$ cat config.mk
export PLATFORM = sky130hd
export DESIGN_NAME = nic_cmd_status
export DESIGN_NICKNAME = d
export VERILOG_FILES = /design/src/rtl/nic_cmd_pkg.sv /design/src/rtl/nic_cmd_decode.sv /design/src/rtl/nic_evt_status.sv /design/src/rtl/nic_cmd_status.sv
export SDC_FILE = /design/constraint.sdc
export NUM_CORES = 1
export LEC_CHECK = 0
export BUFFER_PORTS_ARGS = -buffer_cell sky130_fd_sc_hd__buf_2
export CAP_MARGIN = 20
export CORE_UTILIZATION = 40
export DETAILED_ROUTE_END_ITERATION = 10
export PLACE_DENSITY = 0.67
export SKIP_LAST_GASP = 1
export SLEW_MARGIN = 20
export SYNTH_ARGS = -nofsm -noshare
export SYNTH_HDL_FRONTEND = slang
export SYNTH_SLANG_ARGS = --single-unit
$ cat constraint.sdc
create_clock -name clk -period 5.08 [get_ports clk]
set_input_delay 0.762 -clock clk [delete_from_list [all_inputs] [get_ports clk]]
set_output_delay 0.762 -clock clk [all_outputs]
set_load 0.005 [all_outputs]
$ cat src/rtl/nic_cmd_pkg.sv
package nic_cmd_pkg;

    localparam int OP_W  = 5;
    localparam int ARG_W = 11;
    localparam int WIN_W = 3;
    localparam int EV_W  = 8;

    typedef enum logic [OP_W-1:0] {
        OP_GLOB_RST = 5'h00,
        OP_WIN_SEL  = 5'h01,
        OP_RX_OFF   = 5'h03,
        OP_RX_ON    = 5'h04,
        OP_RX_RST   = 5'h05,
        OP_TX_ON    = 5'h09,
        OP_TX_OFF   = 5'h0A,
        OP_TX_RST   = 5'h0B,
        OP_REQ_INT  = 5'h0C,
        OP_ACK      = 5'h0D,
        OP_IEN_LD   = 5'h0E,
        OP_VIS_LD   = 5'h0F
    } op_e;

    typedef struct packed {
        logic              glob_rst;
        logic              win_sel;
        logic              rx_on;
        logic              rx_off;
        logic              rx_rst;
        logic              tx_on;
        logic              tx_off;
        logic              tx_rst;
        logic              req_int;
        logic              ack;
        logic              ien_ld;
        logic              vis_ld;
        logic              fwd;
        logic [OP_W-1:0]   op;
        logic [ARG_W-1:0]  arg;
    } cmd_act_t;

endpackage

$ cat src/rtl/nic_cmd_decode.sv
module nic_cmd_decode
    import nic_cmd_pkg::*;
(
    input  logic        accept,
    input  logic [15:0] cmd_word,
    output cmd_act_t    act
);
    logic [OP_W-1:0] op;
    assign op = cmd_word[15:11];

    always_comb begin
        act        = '0;
        act.op     = op;
        act.arg    = cmd_word[ARG_W-1:0];
        if (accept) begin
            case (op)
                OP_GLOB_RST: act.glob_rst = 1'b1;
                OP_WIN_SEL:  act.win_sel  = 1'b1;
                OP_RX_OFF:   act.rx_off   = 1'b1;
                OP_RX_ON:    act.rx_on    = 1'b1;
                OP_RX_RST:   act.rx_rst   = 1'b1;
                OP_TX_ON:    act.tx_on    = 1'b1;
                OP_TX_OFF:   act.tx_off   = 1'b1;
                OP_TX_RST:   act.tx_rst   = 1'b1;
                OP_REQ_INT:  act.req_int  = 1'b1;
                OP_ACK:      act.ack      = 1'b1;
                OP_IEN_LD:   act.ien_ld   = 1'b1;
                OP_VIS_LD:   act.vis_ld   = 1'b1;
                default:     act.fwd      = 1'b1;
            endcase
        end
    end
endmodule

$ cat src/rtl/nic_evt_status.sv
module nic_evt_status
    import nic_cmd_pkg::*;
(
    input  logic            clk,
    input  logic            rst_n,
    input  logic            clr,
    input  logic [EV_W-1:0] set_bits,
    input  logic            ack_en,
    input  logic            ien_ld,
    input  logic            vis_ld,
    input  logic [EV_W-1:0] mask_arg,
    output logic [EV_W-1:0] stat_bits,
    output logic [EV_W-1:0] vis_mask
);
    typedef struct packed {
        logic [EV_W-1:0] ev;
        logic [EV_W-1:0] ien;
        logic [EV_W-1:0] vis;
    } st_t;

    st_t st_d, st_q;
    logic [EV_W-1:0] ack_bits;
    logic [EV_W-1:1] ev_next;
    logic            latch_next;

    always_comb begin
        st_d     = st_q;
        ack_bits = ack_en ? mask_arg : '0;
        if (clr) begin
            st_d.ien = '0;
            st_d.vis = '1;
            ev_next  = set_bits[EV_W-1:1];
        end else begin
            if (ien_ld) st_d.ien = mask_arg;
            if (vis_ld) st_d.vis = mask_arg;
            // event pulses take priority over a clearing acknowledge
            ev_next = (st_q.ev[EV_W-1:1] & ~ack_bits[EV_W-1:1]) | set_bits[EV_W-1:1];
        end
        latch_next = (clr ? 1'b0 : (st_q.ev[0] & ~ack_bits[0]))
                   | (|(ev_next & st_d.ien[EV_W-1:1]));
        st_d.ev = {ev_next, latch_next};
    end

    always_ff @(posedge clk or negedge rst_n) begin
        if (!rst_n) begin
            st_q.ev  <= '0;
            st_q.ien <= '0;
            st_q.vis <= '1;
        end else begin
            st_q <= st_d;
        end
    end

    assign stat_bits = st_q.ev;
    assign vis_mask  = st_q.vis;

    assert_latch_covers_R5: assert property (@(posedge clk) disable iff (!rst_n)
        ((st_q.ev[EV_W-1:1] & st_q.ien[EV_W-1:1]) != '0) |-> st_q.ev[0]);

    assert_event_sticks_R10: assert property (@(posedge clk) disable iff (!rst_n)
        (set_bits[EV_W-1:1] != '0) |=>
            ((st_q.ev[EV_W-1:1] & $past(set_bits[EV_W-1:1])) == $past(set_bits[EV_W-1:1])));

    assert_ack_clears_R4: assert property (@(posedge clk) disable iff (!rst_n)
        (ack_en && !clr && set_bits == '0 && mask_arg[1] ) |=> !st_q.ev[1]);
endmodule

$ cat src/rtl/nic_cmd_status.sv
module nic_cmd_status
    import nic_cmd_pkg::*;
#(
    parameter int BUSY_CYCLES = 4
) (
    input  logic        clk,
    input  logic        rst_n,
    input  logic        cmd_we,
    input  logic [15:0] cmd_word,
    input  logic        ev_fail,
    input  logic        ev_tx_done,
    input  logic        ev_tx_room,
    input  logic        ev_rx_done,
    input  logic        ev_rx_early,
    input  logic        ev_stats,
    output logic [15:0] status_word,
    output logic        irq,
    output logic        rx_enabled,
    output logic        tx_enabled,
    output logic        glob_rst_stb,
    output logic        rx_rst_stb,
    output logic        tx_rst_stb,
    output logic        fwd_stb,
    output logic [4:0]  fwd_op,
    output logic [10:0] fwd_arg
);
    localparam int BCW = $clog2(BUSY_CYCLES + 1);
    localparam logic [BCW-1:0] BUSY_LOAD = BCW'(BUSY_CYCLES);

    typedef struct packed {
        logic [WIN_W-1:0] win;
        logic             rx_en;
        logic             tx_en;
        logic [BCW-1:0]   busy_cnt;
        logic             glob_stb;
        logic             rxr_stb;
        logic             txr_stb;
        logic             fwd_stb;
        logic [OP_W-1:0]  fwd_op;
        logic [ARG_W-1:0] fwd_arg;
    } top_st_t;

    top_st_t st_d, st_q;
    cmd_act_t act;
    logic busy, accept;
    logic [EV_W-1:0] set_bits, stat_bits, vis_mask;

    assign busy   = (st_q.busy_cnt != '0);
    assign accept = cmd_we && !busy;

    nic_cmd_decode u_dec (
        .accept   (accept),
        .cmd_word (cmd_word),
        .act      (act)
    );

    assign set_bits = {ev_stats, act.req_int, ev_rx_early, ev_rx_done,
                       ev_tx_room, ev_tx_done, ev_fail, 1'b0};

    nic_evt_status u_evt (
        .clk       (clk),
        .rst_n     (rst_n),
        .clr       (act.glob_rst),
        .set_bits  (set_bits),
        .ack_en    (act.ack),
        .ien_ld    (act.ien_ld),
        .vis_ld    (act.vis_ld),
        .mask_arg  (act.arg[EV_W-1:0]),
        .stat_bits (stat_bits),
        .vis_mask  (vis_mask)
    );

    always_comb begin
        st_d          = st_q;
        st_d.glob_stb = act.glob_rst;
        st_d.rxr_stb  = act.rx_rst;
        st_d.txr_stb  = act.tx_rst;
        st_d.fwd_stb  = act.fwd;
        if (act.fwd) begin
            st_d.fwd_op  = act.op;
            st_d.fwd_arg = act.arg;
        end
        if (busy) st_d.busy_cnt = st_q.busy_cnt - 1'b1;
        if (act.glob_rst || act.rx_rst || act.tx_rst) st_d.busy_cnt = BUSY_LOAD;
        if (act.win_sel) st_d.win = act.arg[WIN_W-1:0];
        if (act.rx_on)  st_d.rx_en = 1'b1;
        if (act.rx_off || act.rx_rst) st_d.rx_en = 1'b0;
        if (act.tx_on)  st_d.tx_en = 1'b1;
        if (act.tx_off || act.tx_rst) st_d.tx_en = 1'b0;
        if (act.glob_rst) begin
            st_d.win   = '0;
            st_d.rx_en = 1'b0;
            st_d.tx_en = 1'b0;
        end
    end

    always_ff @(posedge clk or negedge rst_n) begin
        if (!rst_n) st_q <= '0;
        else        st_q <= st_d;
    end

    assign status_word  = {st_q.win, busy, 4'b0000, stat_bits & vis_mask};
    assign irq          = stat_bits[0];
    assign rx_enabled   = st_q.rx_en;
    assign tx_enabled   = st_q.tx_en;
    assign glob_rst_stb = st_q.glob_stb;
    assign rx_rst_stb   = st_q.rxr_stb;
    assign tx_rst_stb   = st_q.txr_stb;
    assign fwd_stb      = st_q.fwd_stb;
    assign fwd_op       = st_q.fwd_op;
    assign fwd_arg      = st_q.fwd_arg;

    assert_busy_blocks_R9: assert property (@(posedge clk) disable iff (!rst_n)
        (cmd_we && status_word[12]) |=>
            ($stable(status_word[15:13]) && $stable(rx_enabled) && $stable(tx_enabled)));

    assert_strobe_single_R8: assert property (@(posedge clk) disable iff (!rst_n)
        $onehot0({glob_rst_stb, rx_rst_stb, tx_rst_stb, fwd_stb}));

    assert_strobe_pulse_R11: assert property (@(posedge clk) disable iff (!rst_n)
        fwd_stb |=> !fwd_stb);

    assert_busy_after_reset_R8: assert property (@(posedge clk) disable iff (!rst_n)
        (glob_rst_stb || rx_rst_stb || tx_rst_stb) |-> status_word[12]);
endmodule

==> results.ini <==
[yosys]
synth_top_area_cell=dfrtp_1
syn_area_per_cell_um2=10.5
synth-edff-count=0
netlist_area_mm2=0.00248
ys_ff_latch=51
synth.distinct_cells=40
ys.flop_type=dfrtp_1
yosysMostFrequentCell=dfrtp_1
ys_top_cells_by_area=dfrtp_1 43%, dfstp_2 8.5%, buf_4 7.3%
synthTopCellsByCount=43 x dfrtp_1, 24 x buf_4, 19 x nand2_1
yosysSeqAreaShare_pct=51.9
synth.yosys.warnings=0
synth.top_cell.area_share_pct=43.4
synth_cells=235
synth-async-reset-ratio_pct=100

[route]
detail_route.wl_per_cell_um=14.7
detail-route-antenna-nets=0
avgViaCountPerCell=5.13
firstDrtPassIters=4
drc=0
drt-initial-drc-count=140
drt-total-wl_mm=5.07
vias=1775

[timing]
worst_pin_slew_ps=945
setup_viol_count_final=0
hold_slack_ps=488
finalHoldViolCount=0
fin_skew_ps=10.8
post-route-period-util_pct=54.5
maxSlewHeadroom_pct=36.5
drv_slew=0
rsz0062_at_grt=false
setup_tns_ps=0
fin_crit_ps=2770
fmax_mhz=361

[clock_network]
insertion_delay_ps=300
cts_buffer_depth=2
cts.clk_slew.worst_paths_ps=90
post_cts_buffers=0
cts_tree=yes
h-tree-depth=2
cts.sinks=51
cts_buffers=5
cts_root_buf=clkbuf_8
cts_hold_buf=0
post_cts_resized=0

[layout]
nNetsFinal=298
diodes=0
syn2layout_area_growth_pct=10.1
layout-drive-gt1-share_pct=33.6

[grt]
grt_pass1_wl_mm=8.63
grt_usage_pct=17.4
grt_max_degree=52
antenna_found_initial=0
overflow=0
grt_pass1_vias=1729

[outcome]
status=finished clean

[die]
die_w_um=80.7
die_area_mm2=0.00652
pin_count=64
rows=28
die_height_um=80.7
core-area_mm2=0.00596
start_util_pct=41.6

[critical_path]
crit_required_ps=5320
crit_path_start_kind=flop
crit_type=flop to flop
cp.arrival_ps=3010
worst_setup_path_end_kind=flop
cp_max_fo=19

[pwr]
p_leak_nw=1.32
seqPwrFrac_pct=50.2
pwr-share-comb_pct=31.8
netSwitchingPower_w=0.000361
clockPowerShare_pct=18.0
powerDensity_mw_per_mm2=451
p_total_w=0.00123
ir_drop_v=0.000204
sw_frac_of_total_pct=29.3
power.internal_w=0.000870

[placed_design]
numPortBuffers=59
hpwl_mm=3.52
place.gp.congestion=0.821

[worst_hold_path]
hp-class=flop to flop

[flow_run]
drv_cap=0

## metrics by stage
| stage | setup WS, ps | std cells | util [%] | instance area, um^2 |
|---|---|---|---|---|
| CTS | 2310 | 346 | 45.8 | 2730 |
| global route | 2010 | 346 | 45.8 | 2730 |
| floorplan | 2800 | 238 | - | 2490 |
| finish | 2310 | 346 | 45.8 | 2730 |
| detailed placement | 1990 | 339 | 44.6 | 2650 |
| global placement | 2070 | 339 | 44.6 | 2650 |
## power by group through the flow
stage	clock [W]	combinational, W	sequential (W)
floorplan	0	0.000347	0.000614
global route	0.000245	0.000444	0.000639
finish	0.000222	0.000391	0.000618
detailed placement	0	0.000397	0.000629
global placement	0	0.000387	0.000625
CTS	0.000229	0.000399	0.000621
## layout by cell type, fill, tap and decap left out, types with 2 or more instances in the layout
cell,synthesis,routed
o31ai_1,2,2
nand3_1,12,12
o21ai_0,5,5
nand4_1,2,2
a211oi_1,2,2
clkbuf_1,2,2
dfstp_2,8,8
a21oi_1,8,8
inv_1,10,10
nor3_1,4,4
a22oi_1,2,2
nor2b_1,2,2
and2_1,8,8
nor2_1,16,16
clkbuf_8,0,5
dfrtp_1,43,43
or3_1,4,4
mux2_2,16,16
ha_1,2,2
nor4_1,3,3
conb_1,1,4
nand2_1,19,19
a211o_1,3,3
a21o_1,6,6
nand2b_1,4,4
a22o_1,8,8
buf_2,6,59
## final cells by class
type	instances	area, um^2
fillers	579	3230
flip-flops and latches	51	1290
multi-input cells	143	933
repair buffers	60	303
well taps	75	93.8
clock buffers	7	76.3
inverters	10	37.5
## worst max-delay path: stages, from the launching register on
cell and delay (ps):
dfrtp_1 370, inv_1 110, ha_1 200, nand4bb_1 660, nor3_1 900, a22o_1 280
a22oi_1 90, nand4_1 100
## registers in the layout, indices dropped and copies added (netlist names)
name             count
rx_rst_stb           1
u_evt.vis_mask       8
glob_rst_stb         1
rx_enabled           1
u_evt.st_q           7
st_q                 3
fwd_stb              1
fwd_op               5
u_evt.stat_bits      8
tx_rst_stb           1
tx_enabled           1
fwd_arg             11
status_word          3
## worst paths after layout
kind	start	end	slack [ps]	cells after the start
worst min-delay path	u_evt.vis_mask[4]$_DFFE_PN1P_	u_evt.vis_mask[4]$_DFFE_PN1P_	490	2
min in group asynchronous	rst_n	fwd_arg[10]$_DFFE_PN0P_	560	2
worst max register to register	st_q[20]$_DFFE_PN0P_	u_evt.stat_bits[0]$_DFF_PN0_	2310	7
worst min register to register	u_evt.vis_mask[4]$_DFFE_PN1P_	u_evt.vis_mask[4]$_DFFE_PN1P_	490	2
worst max-delay path	st_q[20]$_DFFE_PN0P_	u_evt.stat_bits[0]$_DFF_PN0_	2310	7
max in group asynchronous	rst_n	fwd_arg[7]$_DFFE_PN0P_	4080	2
## cell families after synthesis
group | synth area share, %
muxes | 7.27
and+or+nand+nor | 16.0
AOI/OAI and AO/OA | 12.5
other | 0.151
adders and majority gates | 1.01
DFF | 51.9
buffers and inverters | 10.9
xor gates and xnor gates | 0.353
## per-layer routing
layer / routed length, um / global-route usage [%]
met5: 0 / 0
met4: 34 / 5.71
met3: 266 / 3.52
met2: 2320 / 27.0
met1: 2450 / 24.2
Note: power is estimated with default switching activity, not from simulation.
